[src/rtl/rtc_shadow_pkg.sv]
package rtc_shadow_pkg;

    localparam int P_W    = 17;
    localparam int Q_W    = 2;
    localparam int SUB_W  = 8;
    localparam int BYTE_W = 8;

    localparam logic [P_W-1:0] P_NEUTRAL = 17'h10000;

    typedef struct packed {
        logic [P_W-1:0] p;
        logic [Q_W-1:0] q;
    } rate_t;

    typedef struct packed {
        logic fail;
        logic wr;
        logic rd;
    } ctrl_t;

    function automatic rate_t rate_reset();
        rate_t r;
        r.p = P_NEUTRAL;
        r.q = '0;
        return r;
    endfunction

    function automatic logic [BYTE_W-1:0] rate_hi_byte(rate_t r);
        return {5'b0, r.q, r.p[P_W-1]};
    endfunction

endpackage

[src/rtl/rtc_tick_sync.sv]
module rtc_tick_sync (
    input  logic clk,
    input  logic rst,
    input  logic tick_async,
    output logic tick_rise
);
    logic s1_q, s2_q, s3_q;

    always_ff @(posedge clk) begin
        if (rst) begin
            s1_q <= 1'b0;
            s2_q <= 1'b0;
            s3_q <= 1'b0;
        end else begin
            s1_q <= tick_async;
            s2_q <= s1_q;
            s3_q <= s2_q;
        end
    end

    assign tick_rise = s2_q & ~s3_q;

    AST_RISE_SINGLE: assert property (@(posedge clk) disable iff (rst)
        tick_rise |=> !tick_rise);

endmodule

[src/rtl/rtc_commit_ctl.sv]
module rtc_commit_ctl
    import rtc_shadow_pkg::*;
#(
    parameter int TIME_W = 32
) (
    input  logic              clk,
    input  logic              rst,
    input  logic              tick_rise,
    input  logic              wr_fall,
    input  logic [TIME_W-1:0] shadow_time,
    input  rate_t             shadow_rate,
    output logic              pending,
    output logic              time_load,
    output logic [TIME_W-1:0] time_load_val,
    output logic              rate_load,
    output rate_t             rate_cur
);
    logic pend_q;

    always_ff @(posedge clk) begin
        if (rst) begin
            pend_q        <= 1'b0;
            time_load     <= 1'b0;
            rate_load     <= 1'b0;
            time_load_val <= '0;
            rate_cur      <= rate_reset();
        end else begin
            time_load <= 1'b0;
            rate_load <= 1'b0;
            if (pend_q && tick_rise) begin
                pend_q        <= 1'b0;
                time_load     <= 1'b1;
                rate_load     <= 1'b1;
                time_load_val <= shadow_time;
                rate_cur      <= shadow_rate;
            end
            if (wr_fall) begin
                pend_q <= 1'b1;
            end
        end
    end

    assign pending = pend_q;

    AST_LOAD_NEEDS_PENDING: assert property (@(posedge clk) disable iff (rst)
        time_load |-> $past(pend_q));
    AST_LOAD_ON_TICK: assert property (@(posedge clk) disable iff (rst)
        time_load |-> $past(tick_rise));
    AST_RATE_HELD: assert property (@(posedge clk) disable iff (rst)
        !rate_load |-> $stable(rate_cur));

endmodule

[src/rtl/rtc_shadow_regs.sv]
module rtc_shadow_regs
    import rtc_shadow_pkg::*;
#(
    parameter int TIME_W = 32,
    parameter int ADDR_W = 4
) (
    input  logic              clk,
    input  logic              rst,
    input  logic              bus_wr,
    input  logic [ADDR_W-1:0] bus_addr,
    input  logic [7:0]        bus_wdata,
    output logic [7:0]        bus_rdata,
    input  logic [TIME_W-1:0] live_time,
    input  logic [SUB_W-1:0]  live_sub,
    input  logic              count_err,
    input  logic              pending,
    input  rate_t             rate_cur,
    output logic [TIME_W-1:0] shadow_time,
    output rate_t             shadow_rate,
    output logic              wr_fall,
    output logic              wr_status
);
    localparam int TB = TIME_W / BYTE_W;
    localparam logic [ADDR_W-1:0] A_CTRL  = ADDR_W'(0);
    localparam logic [ADDR_W-1:0] A_SUB   = ADDR_W'(1);
    localparam int                T_BASE  = 2;
    localparam logic [ADDR_W-1:0] A_P_LO  = ADDR_W'(T_BASE + TB);
    localparam logic [ADDR_W-1:0] A_P_MID = ADDR_W'(T_BASE + TB + 1);
    localparam logic [ADDR_W-1:0] A_P_HI  = ADDR_W'(T_BASE + TB + 2);

    ctrl_t            ctrl_q;
    logic [SUB_W-1:0] shadow_sub;
    logic             frozen;
    logic             ctrl_wr;
    logic             fail_clr;

    assign ctrl_wr   = bus_wr && (bus_addr == A_CTRL);
    assign fail_clr  = ctrl_wr && !bus_wdata[2];
    assign frozen    = ctrl_q.rd | ctrl_q.wr | pending;
    assign wr_fall   = ctrl_wr && ctrl_q.wr && !bus_wdata[1];
    assign wr_status = ctrl_q.wr | pending;

    always_ff @(posedge clk) begin
        if (rst) begin
            ctrl_q      <= '0;
            shadow_time <= '0;
            shadow_sub  <= '0;
            shadow_rate <= rate_reset();
        end else begin
            if (ctrl_wr) begin
                ctrl_q.rd <= bus_wdata[0];
                ctrl_q.wr <= bus_wdata[1];
            end
            if (count_err) begin
                ctrl_q.fail <= 1'b1;
            end else if (fail_clr) begin
                ctrl_q.fail <= 1'b0;
            end
            if (!frozen) begin
                shadow_time <= live_time;
                shadow_sub  <= live_sub;
                shadow_rate <= rate_cur;
            end else if (bus_wr && ctrl_q.wr) begin
                for (int b = 0; b < TB; b++) begin
                    if (bus_addr == ADDR_W'(T_BASE + b)) begin
                        shadow_time[b*BYTE_W +: BYTE_W] <= bus_wdata;
                    end
                end
                if (bus_addr == A_P_LO)  shadow_rate.p[7:0]  <= bus_wdata;
                if (bus_addr == A_P_MID) shadow_rate.p[15:8] <= bus_wdata;
                if (bus_addr == A_P_HI) begin
                    shadow_rate.p[P_W-1] <= bus_wdata[0];
                    shadow_rate.q        <= bus_wdata[2:1];
                end
            end
        end
    end

    always_comb begin
        bus_rdata = '0;
        if (bus_addr == A_CTRL)  bus_rdata = {5'b0, ctrl_q.fail, wr_status, frozen};
        if (bus_addr == A_SUB)   bus_rdata = shadow_sub;
        for (int b = 0; b < TB; b++) begin
            if (bus_addr == ADDR_W'(T_BASE + b)) begin
                bus_rdata = shadow_time[b*BYTE_W +: BYTE_W];
            end
        end
        if (bus_addr == A_P_LO)  bus_rdata = shadow_rate.p[7:0];
        if (bus_addr == A_P_MID) bus_rdata = shadow_rate.p[15:8];
        if (bus_addr == A_P_HI)  bus_rdata = rate_hi_byte(shadow_rate);
    end

    AST_TRACK_LIVE: assert property (@(posedge clk) disable iff (rst)
        !frozen |=> (shadow_time == $past(live_time)));
    AST_SNAPSHOT_HOLD: assert property (@(posedge clk) disable iff (rst)
        (frozen && !(bus_wr && ctrl_q.wr)) |=> $stable(shadow_time));
    AST_NO_STAGE_UNARMED: assert property (@(posedge clk) disable iff (rst)
        (frozen && !ctrl_q.wr) |=> $stable(shadow_rate));
    AST_SUB_READ_ONLY: assert property (@(posedge clk) disable iff (rst)
        frozen |=> $stable(shadow_sub));
    AST_FAIL_STICKY: assert property (@(posedge clk) disable iff (rst)
        (ctrl_q.fail && !fail_clr) |=> ctrl_q.fail);

endmodule

[src/rtl/rtc_shadow_ctrl.sv]
module rtc_shadow_ctrl
    import rtc_shadow_pkg::*;
#(
    parameter int TIME_W = 32,
    parameter int ADDR_W = 4
) (
    input  logic              clk,
    input  logic              rst,
    input  logic              bus_wr,
    input  logic [ADDR_W-1:0] bus_addr,
    input  logic [7:0]        bus_wdata,
    output logic [7:0]        bus_rdata,
    input  logic [TIME_W-1:0] live_time,
    input  logic [7:0]        live_sub,
    input  logic              count_err,
    input  logic              rtc_tick,
    output logic              time_load,
    output logic [TIME_W-1:0] time_load_val,
    output logic              rate_load,
    output logic [16:0]       rate_p,
    output logic [1:0]        rate_q
);
    logic              tick_rise;
    logic              wr_fall;
    logic              wr_status;
    logic              pending;
    logic [TIME_W-1:0] shadow_time;
    rate_t             shadow_rate;
    rate_t             rate_cur;

    rtc_tick_sync u_sync (
        .clk        (clk),
        .rst        (rst),
        .tick_async (rtc_tick),
        .tick_rise  (tick_rise)
    );

    rtc_shadow_regs #(.TIME_W(TIME_W), .ADDR_W(ADDR_W)) u_regs (
        .clk         (clk),
        .rst         (rst),
        .bus_wr      (bus_wr),
        .bus_addr    (bus_addr),
        .bus_wdata   (bus_wdata),
        .bus_rdata   (bus_rdata),
        .live_time   (live_time),
        .live_sub    (live_sub),
        .count_err   (count_err),
        .pending     (pending),
        .rate_cur    (rate_cur),
        .shadow_time (shadow_time),
        .shadow_rate (shadow_rate),
        .wr_fall     (wr_fall),
        .wr_status   (wr_status)
    );

    rtc_commit_ctl #(.TIME_W(TIME_W)) u_commit (
        .clk           (clk),
        .rst           (rst),
        .tick_rise     (tick_rise),
        .wr_fall       (wr_fall),
        .shadow_time   (shadow_time),
        .shadow_rate   (shadow_rate),
        .pending       (pending),
        .time_load     (time_load),
        .time_load_val (time_load_val),
        .rate_load     (rate_load),
        .rate_cur      (rate_cur)
    );

    assign rate_p = rate_cur.p;
    assign rate_q = rate_cur.q;

    AST_WR_HELD_UNTIL_LOAD: assert property (@(posedge clk) disable iff (rst)
        $fell(wr_status) |-> time_load);
    AST_STROBES_PAIRED: assert property (@(posedge clk) disable iff (rst)
        $rose(time_load) |-> $rose(rate_load));

endmodule

[config.mk]
export PLATFORM = sky130hd
export DESIGN_NAME = rtc_shadow_ctrl
export DESIGN_NICKNAME = d
export VERILOG_FILES = /design/src/rtl/rtc_shadow_pkg.sv /design/src/rtl/rtc_tick_sync.sv /design/src/rtl/rtc_commit_ctl.sv /design/src/rtl/rtc_shadow_regs.sv /design/src/rtl/rtc_shadow_ctrl.sv
export SDC_FILE = /design/constraint.sdc
export NUM_CORES = 1
export LEC_CHECK = 0
export CORE_MARGIN = 5
export CORE_UTILIZATION = 40
export CTS_CLUSTER_SIZE = 8
export DETAILED_ROUTE_END_ITERATION = 12
export PLACE_DENSITY = 0.66
export RECOVER_POWER = 50
export SLEW_MARGIN = 20
export SYNTH_ARGS = -nofsm -noshare
export SYNTH_HDL_FRONTEND = slang
export SYNTH_SLANG_ARGS = --single-unit
[constraint.sdc]
create_clock -name clk -period 4.5 [get_ports clk]
set_clock_uncertainty 0.15 [all_clocks]
set_input_delay 0.9 -clock clk [delete_from_list [all_inputs] [get_ports clk]]
set_output_delay 0.9 -clock clk [all_outputs]
set_load 0.05 [all_outputs]
======== Word-level counts from Yosys, hierarchy flattened ========
Cells that the tools add are included.
cells by class
  bitwise operators ....................... 5
  reductions and logical operators ........ 18
  multiplexer cells ....................... 26
  equality and inequality tests ........... 16
operators with widths
  cell                                                             number
  8-bit two-way mux                                                14
  32-bit two-way mux                                               2
  19-bit two-way mux                                               2
  4-bit by 3-bit == test with 1-bit output, second input constant  4
  2-bit != test, second input constant                             8
  2-bit AND reduction                                              7
  4-bit by 2-bit == test with 1-bit output, second input constant  2
  1-bit logical AND                                                6
  1-bit two-way mux                                                6
  4-bit by 1-bit == test with 1-bit output, second input constant  1
  4-bit == test, second input constant                             1
  4-bit logical NOT                                                1
  2-bit nonzero test                                               2
  3-bit two-way mux                                                1
  1-bit OR                                                         3
  1-bit logical NOT                                                2
  2-bit two-way mux                                                1
  1-bit bitwise AND                                                1
  1-bit inverter                                                   1
word-level totals
  register bits ........................... 118
  output and inout bits ................... 61

======== Longest topological paths before layout ========
Gate-level depths: netlist (run 1).
  depth in word-level cells ............... 11
  depth in mapped cells ................... 7

======== Cells and area by module ========
A second synthesis (run 1) with hierarchy kept.
second synthesis, totals
  cell total of the unflattened synthesis .. 651
  area total of the unflattened synthesis .. 5748.0 um2
modules (own cells, without submodules)
  module           instances  area an instance (um2)  cells each
  rtc_shadow_regs  1          3415.8                  405
  rtc_commit_ctl   1          2244.7                  239
  rtc_tick_sync    1          87.6                    7

======== Worst setup path after synthesis (run 1) ========
No wires, ideal clock.
  kind .................................... input to output
  start ................................... in bus_addr[2]
  end ..................................... out bus_rdata[6]
  path slack .............................. 0.446 ns
  buffers on the path ..................... 2
  data required time ...................... 3.450 ns
  data arrival time ....................... 3.004 ns
  cell stages on the path ................. 5
  cells stage by stage .................... buf_2 -> clkbuf_1 -> o21ai_0 -> a31o_2 -> a211oi_1
on the way
  word-level cells in the longest chain between the ends .. 9
  elaborated cells on any way between the ends .. 16
  those cells by class .................... eq/ne: 8; mux: 8
ends and longest elaborated chain
  element                                   RTL line               text
  start, declared                           rtc_shadow_ctrl.sv:10  input logic [ADDR_W-1:0] bus_addr,
  4-bit by 1-bit == test with 1-bit output  rtc_shadow_regs.sv:82  if (bus_addr == A_SUB) bus_rdata = shadow_sub;
  8-bit two-way mux                         rtc_shadow_regs.sv:82
  8-bit two-way mux (4 in series)           rtc_shadow_regs.sv:84  if (bus_addr == ADDR_W'(T_BASE + b)) begin
  8-bit two-way mux                         rtc_shadow_regs.sv:88  if (bus_addr == A_P_LO) bus_rdata = shadow_rate.p[7:0];
  8-bit two-way mux                         rtc_shadow_regs.sv:89  if (bus_addr == A_P_MID) bus_rdata = shadow_rate.p[15:8];
  8-bit two-way mux (*)                     rtc_shadow_regs.sv:90  if (bus_addr == A_P_HI) bus_rdata = rate_hi_byte(shadow_rate);
  end, declared                             rtc_shadow_ctrl.sv:12  output logic [7:0] bus_rdata,
Mark *: on every way between the ends. The rest lies on a longest branch, timed or not.

======== Worst setup path in the final report (run 1) ========
  start ................................... in bus_addr[0]
  end ..................................... out bus_rdata[1]
on the way
  word-level cells in the longest chain between the ends .. 10
  elaborated cells on any way between the ends .. 18
  those cells by class .................... eq/ne: 8; mux: 9; reduce/logical: 1
ends and longest elaborated chain
  element                          RTL line               text
  4-bit logical NOT                rtc_shadow_regs.sv:81  if (bus_addr == A_CTRL) bus_rdata = {5'b0, ctrl_q.fail, wr_status, frozen};
  3-bit two-way mux                rtc_shadow_regs.sv:81
  8-bit two-way mux                rtc_shadow_regs.sv:82
  8-bit two-way mux (4 in series)  rtc_shadow_regs.sv:84
  8-bit two-way mux                rtc_shadow_regs.sv:88
  8-bit two-way mux                rtc_shadow_regs.sv:89
  8-bit two-way mux (*)            rtc_shadow_regs.sv:90
Marked as above.

==> flow_summary.json, run 1 <==
{
  "status": "complete, but fails checks",
  "violations": "capacitance limit, slew limit",
  "fmax_mhz": 244,
  "critPathBufInv": 3,
  "n_antenna_cell": 0,
  "cts_max_level": 4,
  "wl_per_cell_um": 18.9,
  "grt_max_degree": 95,
  "rows": 42,
  "hp-class": "register to register",
  "r2r_cells": 4,
  "switching_power_uw": 629,
  "hold_buffers": 0,
  "pwr-share-comb_pct": 8.7,
  "n_fill_cell": 1227,
  "synth_cell_type_count": 47,
  "max_stage_delay_ns": 0.59,
  "path_common_cell": "buf_12",
  "clkSlewWorstSetupHoldPaths_ns": 0.05,
  "seq_power_share_pct": 38.5,
  "multi_input_area_um2": 2670,
  "synth_nets": 695,
  "ant_nets": 0,
  "worst_pin_slew_ns": 2.44,
  "hold_viol": 0,
  "start_util_pct": 40.3,
  "finalSetupTns_ns": 0,
  "pin_count": 118,
  "synth_ff_type": "dfxtp_1",
  "nets": 790,
  "cts_tree": "yes",
  "synth_seq_cells": 118,
  "hp-start": "u_sync.s1_q",
  "syn_to_final_growth_pct": 38.4,
  "crit_path_start_kind": "primary input",
  "p_leak_nw": 2.55,
  "critPathSlowestCell": "dlygate4sd3_1",
  "synth-async-reset-ratio_pct": 0,
  "clkLatencyLatePin_ns": 0.41,
  "cp.required_ns": 3.45,
  "placed_cells": 890,
  "cts_root_buffer": "clkbuf_16",
  "clkPwrFrac_pct": 52.8,
  "utilization_pct": 55.8,
  "grt_pass1_vias": 4877,
  "antenna_found_initial": 0,
  "port_buffers": 117,
  "vias": 4941,
  "yosys_warnings": 0,
  "netlist_area_um2": 5300,
  "irDropWorstVdd_uv": 229,
  "grt-ovfl-total": 0,
  "p_per_area_nw_per_um2": 391,
  "swShare_pct": 22.0,
  "path_class": "primary input to output port",
  "core_um2": 13100,
  "drcViolationCount": 0,
  "clock_tree.buffer_depth": 2,
  "rrSetupSlack_ns": 1.41,
  "ys_seq_area_share_pct": 44.6,
  "hpwl_um": 12100,
  "whs_path_depth": 1,
  "die-area_um2": 15600,
  "first_pass_iters": 4,
  "path_max_fanout": 31,
  "syn_inst": 638,
  "fin_cells": 922,
  "synth_edf_count": 0,
  "crit_family": "buffers and inverters",
  "cts-resized-gates": 0,
  "grt_pass1_wl_um": 27300,
  "gp_congestion": 0.888,
  "maxCapViolCount": 2,
  "first_iter_violations": 453,
  "numCtsBuffers": 17,
  "die_w_um": 125,
  "rsz0062_at_grt": "false",
  "endpoint_kind": "output port",
  "regArea_um2": 2360,
  "crit_chain": "dlygate4sd3_1, buf_12, or4b_1, o31a_1, a31o_1, nor2_1, buf_12",
  "die_h_um": 125,
  "syn_avg_cell_area_um2": 8.30,
  "hold_end": "u_sync.s2_q",
  "drive_above_1_share_pct": 9.38,
  "clkSinkCount": 118,
  "cp_data_arrival_time_ns": 3.04,
  "grt_use_total_pct": 22.1,
  "post_cts_buffers": 0,
  "max_slew_margin_pct": -62.7,
  "p_int_mw": 2.23,
  "fin_crit_sh_pct": 91.0,
  "r2r-end": "u_commit.rate_cur[1]",
  "maxSlewViolCount": 147,
  "viasPerCell": 5.36,
  "wl_um": 17400,
  "setup_viol": 0,
  "fin_crit_ns": 4.09,
  "r2r-start": "u_commit.pending"
}
through the flow:
stage                     setup WS (ns)  total power [mW]  hold slack [ns]  cell area [um^2]
final                             0.406              2.86            0.281              7330
after global routing              0.298              2.96            0.311              7330
after CTS                         0.500              2.88            0.286              7340
after detailed placement          0.512              1.37            0.274              6680
after global placement            0.537              1.37            0.272              6680
after floorplan                   0.446              1.24            0.264              5300
placed cells by master, fill, tap and decap left out, types with 2 or more instances in the layout:
| master | count |
|---|---|
| clkbuf_1 | 6 |
| mux2i_1 | 47 |
| nand2b_1 | 3 |
| a311oi_1 | 9 |
| clkinvlp_4 | 2 |
| dfxtp_1 | 118 |
| o21ai_0 | 11 |
| nor3b_1 | 3 |
| buf_4 | 13 |
| clkbuf_16 | 17 |
| o21a_1 | 4 |
| bufinv_16 | 5 |
| o221a_2 | 5 |
| a32oi_1 | 4 |
| dlygate4sd3_1 | 23 |
| nor3_1 | 5 |
| or2_2 | 2 |
| nand4b_1 | 3 |
| inv_1 | 6 |
| a211oi_1 | 42 |
| and3b_1 | 2 |
| clkbuf_8 | 4 |
| nand3_1 | 2 |
| mux2_2 | 4 |
| nor2b_1 | 8 |
| nand3b_1 | 2 |
| o22ai_1 | 5 |
| nand2_1 | 135 |
| clkdlybuf4s50_1 | 85 |
| a22oi_1 | 2 |
| nor2_1 | 61 |
| o32ai_1 | 4 |
| nor3_4 | 2 |
| buf_12 | 10 |
| a21oi_1 | 73 |
cells by family after synthesis:
group	after synthesis	share of synthesized area, %
simple gates	237	19.9
flops	118	44.6
mux	51	9.73
compound gates	168	20.7
buf+inv	64	5.06
synth_stat cells (5+ instances only):
| cell | number | area share [%] |
|---|---|---|
| a211oi_1 | 42 | 6.0 |
| a21oi_1 | 73 | 6.9 |
| a311oi_1 | 9 | 1.5 |
| buf_2 | 7 | 0.66 |
| buf_4 | 5 | 0.71 |
| clkbuf_1 | 44 | 3.1 |
| dfxtp_1 | 118 | 45 |
| inv_1 | 6 | 0.43 |
| mux2i_1 | 47 | 8.9 |
| nand2_1 | 135 | 9.6 |
| nor2_1 | 61 | 4.3 |
| nor2b_1 | 8 | 0.94 |
| nor3_1 | 5 | 0.47 |
| o21ai_0 | 11 | 1.0 |
| o221a_2 | 5 | 1.1 |
| o22ai_1 | 5 | 0.59 |
worst max path at each step:
stage / slack, ns / endpoint / from / depth (start not counted)
CTS: 0.50 / bus_rdata[7] / bus_addr[1] / 7
floorplan: 0.45 / bus_rdata[6] / bus_addr[2] / 5
finish: 0.41 / bus_rdata[1] / bus_addr[0] / 7
detailed placement: 0.51 / bus_rdata[7] / bus_addr[1] / 7
global route: 0.30 / bus_rdata[7] / bus_addr[1] / 7
global placement: 0.54 / bus_rdata[1] / bus_addr[0] / 7
metal layers:
layer,global-route usage [%],share of wire (%)
met1,28.6,45
met2,35.2,46
met3,5.33,5.3
met4,9.69,3.4
met5,0,0
area by class of cell:
type / instances / area share [%]
Clock buffer: 25 / 6.76
Inverter: 6 / 0.307
Sequential cell: 118 / 32.2
Multi-Input combinational cell: 456 / 36.5
Clock inverter: 7 / 2.25
Tap cell: 176 / 3.00
Timing Repair Buffer: 134 / 19.0
power groups by stage:
stage               Clock [mW]  Combinational [mW]  Sequential [mW]
floorplan                    0               0.132             1.11
global placement             0               0.248             1.12
detailed placement           0               0.249             1.12
CTS                       1.53               0.251             1.10
global route              1.59               0.268             1.10
finish                    1.51               0.250             1.10
registers in the layout, summed over array words and instances, names as in the netlist:
signal,flops
u_sync.s2_q,1
u_commit.time_load,1
u_regs.shadow_sub,8
u_commit.rate_cur,19
u_sync.s3_q,1
u_regs.ctrl_q,3
u_commit.time_load_val,32
u_sync.s1_q,1
u_regs.shadow_rate,19
u_commit.pending,1
u_regs.shadow_time,32
Note: power is estimated with default switching activity, not from simulation.
==> inputs of run 2 (changes only) <==
--- a/config.mk
+++ b/config.mk
@@ -6,10 +6,10 @@
 export NUM_CORES = 1
 export LEC_CHECK = 0
 export CORE_MARGIN = 5
-export CORE_UTILIZATION = 40
+export CORE_UTILIZATION = 46
 export CTS_CLUSTER_SIZE = 8
 export DETAILED_ROUTE_END_ITERATION = 12
-export PLACE_DENSITY = 0.66
+export PLACE_DENSITY = 0.74
 export RECOVER_POWER = 50
 export SLEW_MARGIN = 20
 export SYNTH_ARGS = -nofsm -noshare
==> constraint.sdc (replaced) <==
create_clock -name clk -period 4.55 [get_ports clk]
set_clock_uncertainty 0.15 [all_clocks]
set_input_delay 0.91 -clock clk [delete_from_list [all_inputs] [get_ports clk]]
set_output_delay 0.91 -clock clk [all_outputs]
set_load 0.05 [all_outputs]
==> flow_summary.json, run 2 (synthesized netlist as in run 1, its figures left out) <==
{
  "hold_buffers": 0,
  "cts_tree": "yes",
  "endpoint_kind": "output port",
  "grt_use_total_pct": 24.9,
  "antenna_found_initial": 0,
  "first_iter_violations": 372,
  "cp.required_ns": 3.49,
  "finalSetupTns_ns": 0,
  "cts_root_buffer": "clkbuf_16",
  "fin_ws_ns": 0.330,
  "fin_crit_ns": 4.22,
  "whs_ns": 0.293,
  "ant_nets": 0,
  "drcViolationCount": 0,
  "pre_cts_ws_ns": 0.378,
  "crit_path_start_kind": "primary input",
  "final_cell_mix": "nand2_1, dfxtp_1, clkdlybuf4s50_1",
  "start_util_pct": 46.6,
  "core_um2": 11400,
  "critPathBufInv": 3,
  "hold_viol": 0,
  "maxCapViolCount": 1,
  "clkSinkCount": 118,
  "first_pass_iters": 5,
  "rsz0062_at_grt": "false",
  "grt_pass1_wl_um": 27400,
  "gp_congestion": 0.859,
  "critPathSlowestCell": "clkdlybuf4s50_1",
  "port_buffers": 117,
  "grt-ovfl-total": 0,
  "crit_family": "buffers and inverters",
  "fmax_mhz": 237,
  "clkSlewWorstSetupHoldPaths_ns": 0.05,
  "status": "complete, but fails checks",
  "path_max_fanout": 16,
  "crit_chain": "clkdlybuf4s50_1, nor2b_1, a21oi_1, a31o_2, a211oi_1, buf_4, buf_12",
  "max_stage_delay_ns": 0.83,
  "largestRegisters": "u_commit.time_load_val x32, u_regs.shadow_time x32",
  "post_cts_buffers": 0,
  "die-area_um2": 13800,
  "rows": 39,
  "n_antenna_cell": 0,
  "wl_per_cell_um": 19.4,
  "grt_max_degree": 110,
  "irDropWorstVdd_uv": 305,
  "grt_pass1_vias": 4863,
  "placed_cells": 855,
  "viasPerCell": 5.67,
  "die_w_um": 117,
  "nets": 788,
  "path_class": "primary input to output port",
  "clkLatencyLatePin_ns": 0.41,
  "fin_crit_sh_pct": 92.7,
  "syn_to_final_growth_pct": 36.9,
  "vias": 5030,
  "clock_tree.buffer_depth": 2,
  "numCtsBuffers": 17,
  "p_leak_nw": 2.55,
  "hp-class": "register to register",
  "setup_viol": 0,
  "wl_um": 17200,
  "p_per_area_nw_per_um2": 384,
  "cts_max_level": 4,
  "final_common_cell": "nand2_1",
  "fin_cells": 887,
  "total_power_mw": 2.78,
  "violations": "capacitance limit, slew limit",
  "maxSlewViolCount": 82,
  "die_h_um": 117,
  "worst_pin_slew_ns": 3.58,
  "hpwl_um": 12000,
  "max_slew_margin_pct": -138,
  "cts-resized-gates": 0,
  "pin_count": 118,
  "cp_data_arrival_time_ns": 3.16,
  "drive_above_1_share_pct": 9.54,
  "n_fill_cell": 993
}
-- run 2: area by class of cell --
cell class / instances / area, um^2 / area share [%]
multi-input combinational: 456 / 2670 / 36.8
sequential: 118 / 2360 / 32.6
inverter: 6 / 22.5 / 0.311
tap: 143 / 179 / 2.47
clock buffer: 24 / 502 / 6.92
timing repair buffer: 132 / 1370 / 18.9
clock inverter: 8 / 143 / 1.97
-- run 2: routing by layer --
| metal | vias up | share of wire [%] | GRT usage, % |
|---|---|---|---|
| li1 | 2436 | - | - |
| met1 | 2404 | 45 | 32.8 |
| met2 | 159 | 47 | 39.2 |
| met3 | 31 | 6.4 | 6.93 |
| met4 | 0 | 2.2 | 8.41 |
| met5 | - | 0 | 0 |
-- run 2: through the flow --
step                      util, %  area, um^2
final                        63.8        7250
after global routing         63.8        7250
after CTS                    63.8        7250
after detailed placement     58.1        6610
after global placement       58.1        6610
after floorplan                 -        5300
-- run 2: worst paths after layout --
| path | start | to | slack, ns | cells after the start |
|---|---|---|---|---|
| worst max register to register | u_commit.pending | u_commit.time_load_val[5] | 2.29 | 4 |
| worst min-delay path | u_sync.s1_q | u_sync.s2_q | 0.29 | 1 |
| worst max-delay path | bus_addr[2] | bus_rdata[6] | 0.33 | 7 |
| worst min register to register | u_sync.s1_q | u_sync.s2_q | 0.29 | 1 |
-- run 2: power by group --
group | internal, mW | leakage, nW | switching (mW)
Sequential | 1.06 | 0.963 | 0.0292
Combinational | 0.117 | 1.27 | 0.129
Clock | 0.986 | 0.316 | 0.461
Total | 2.17 | 2.55 | 0.619
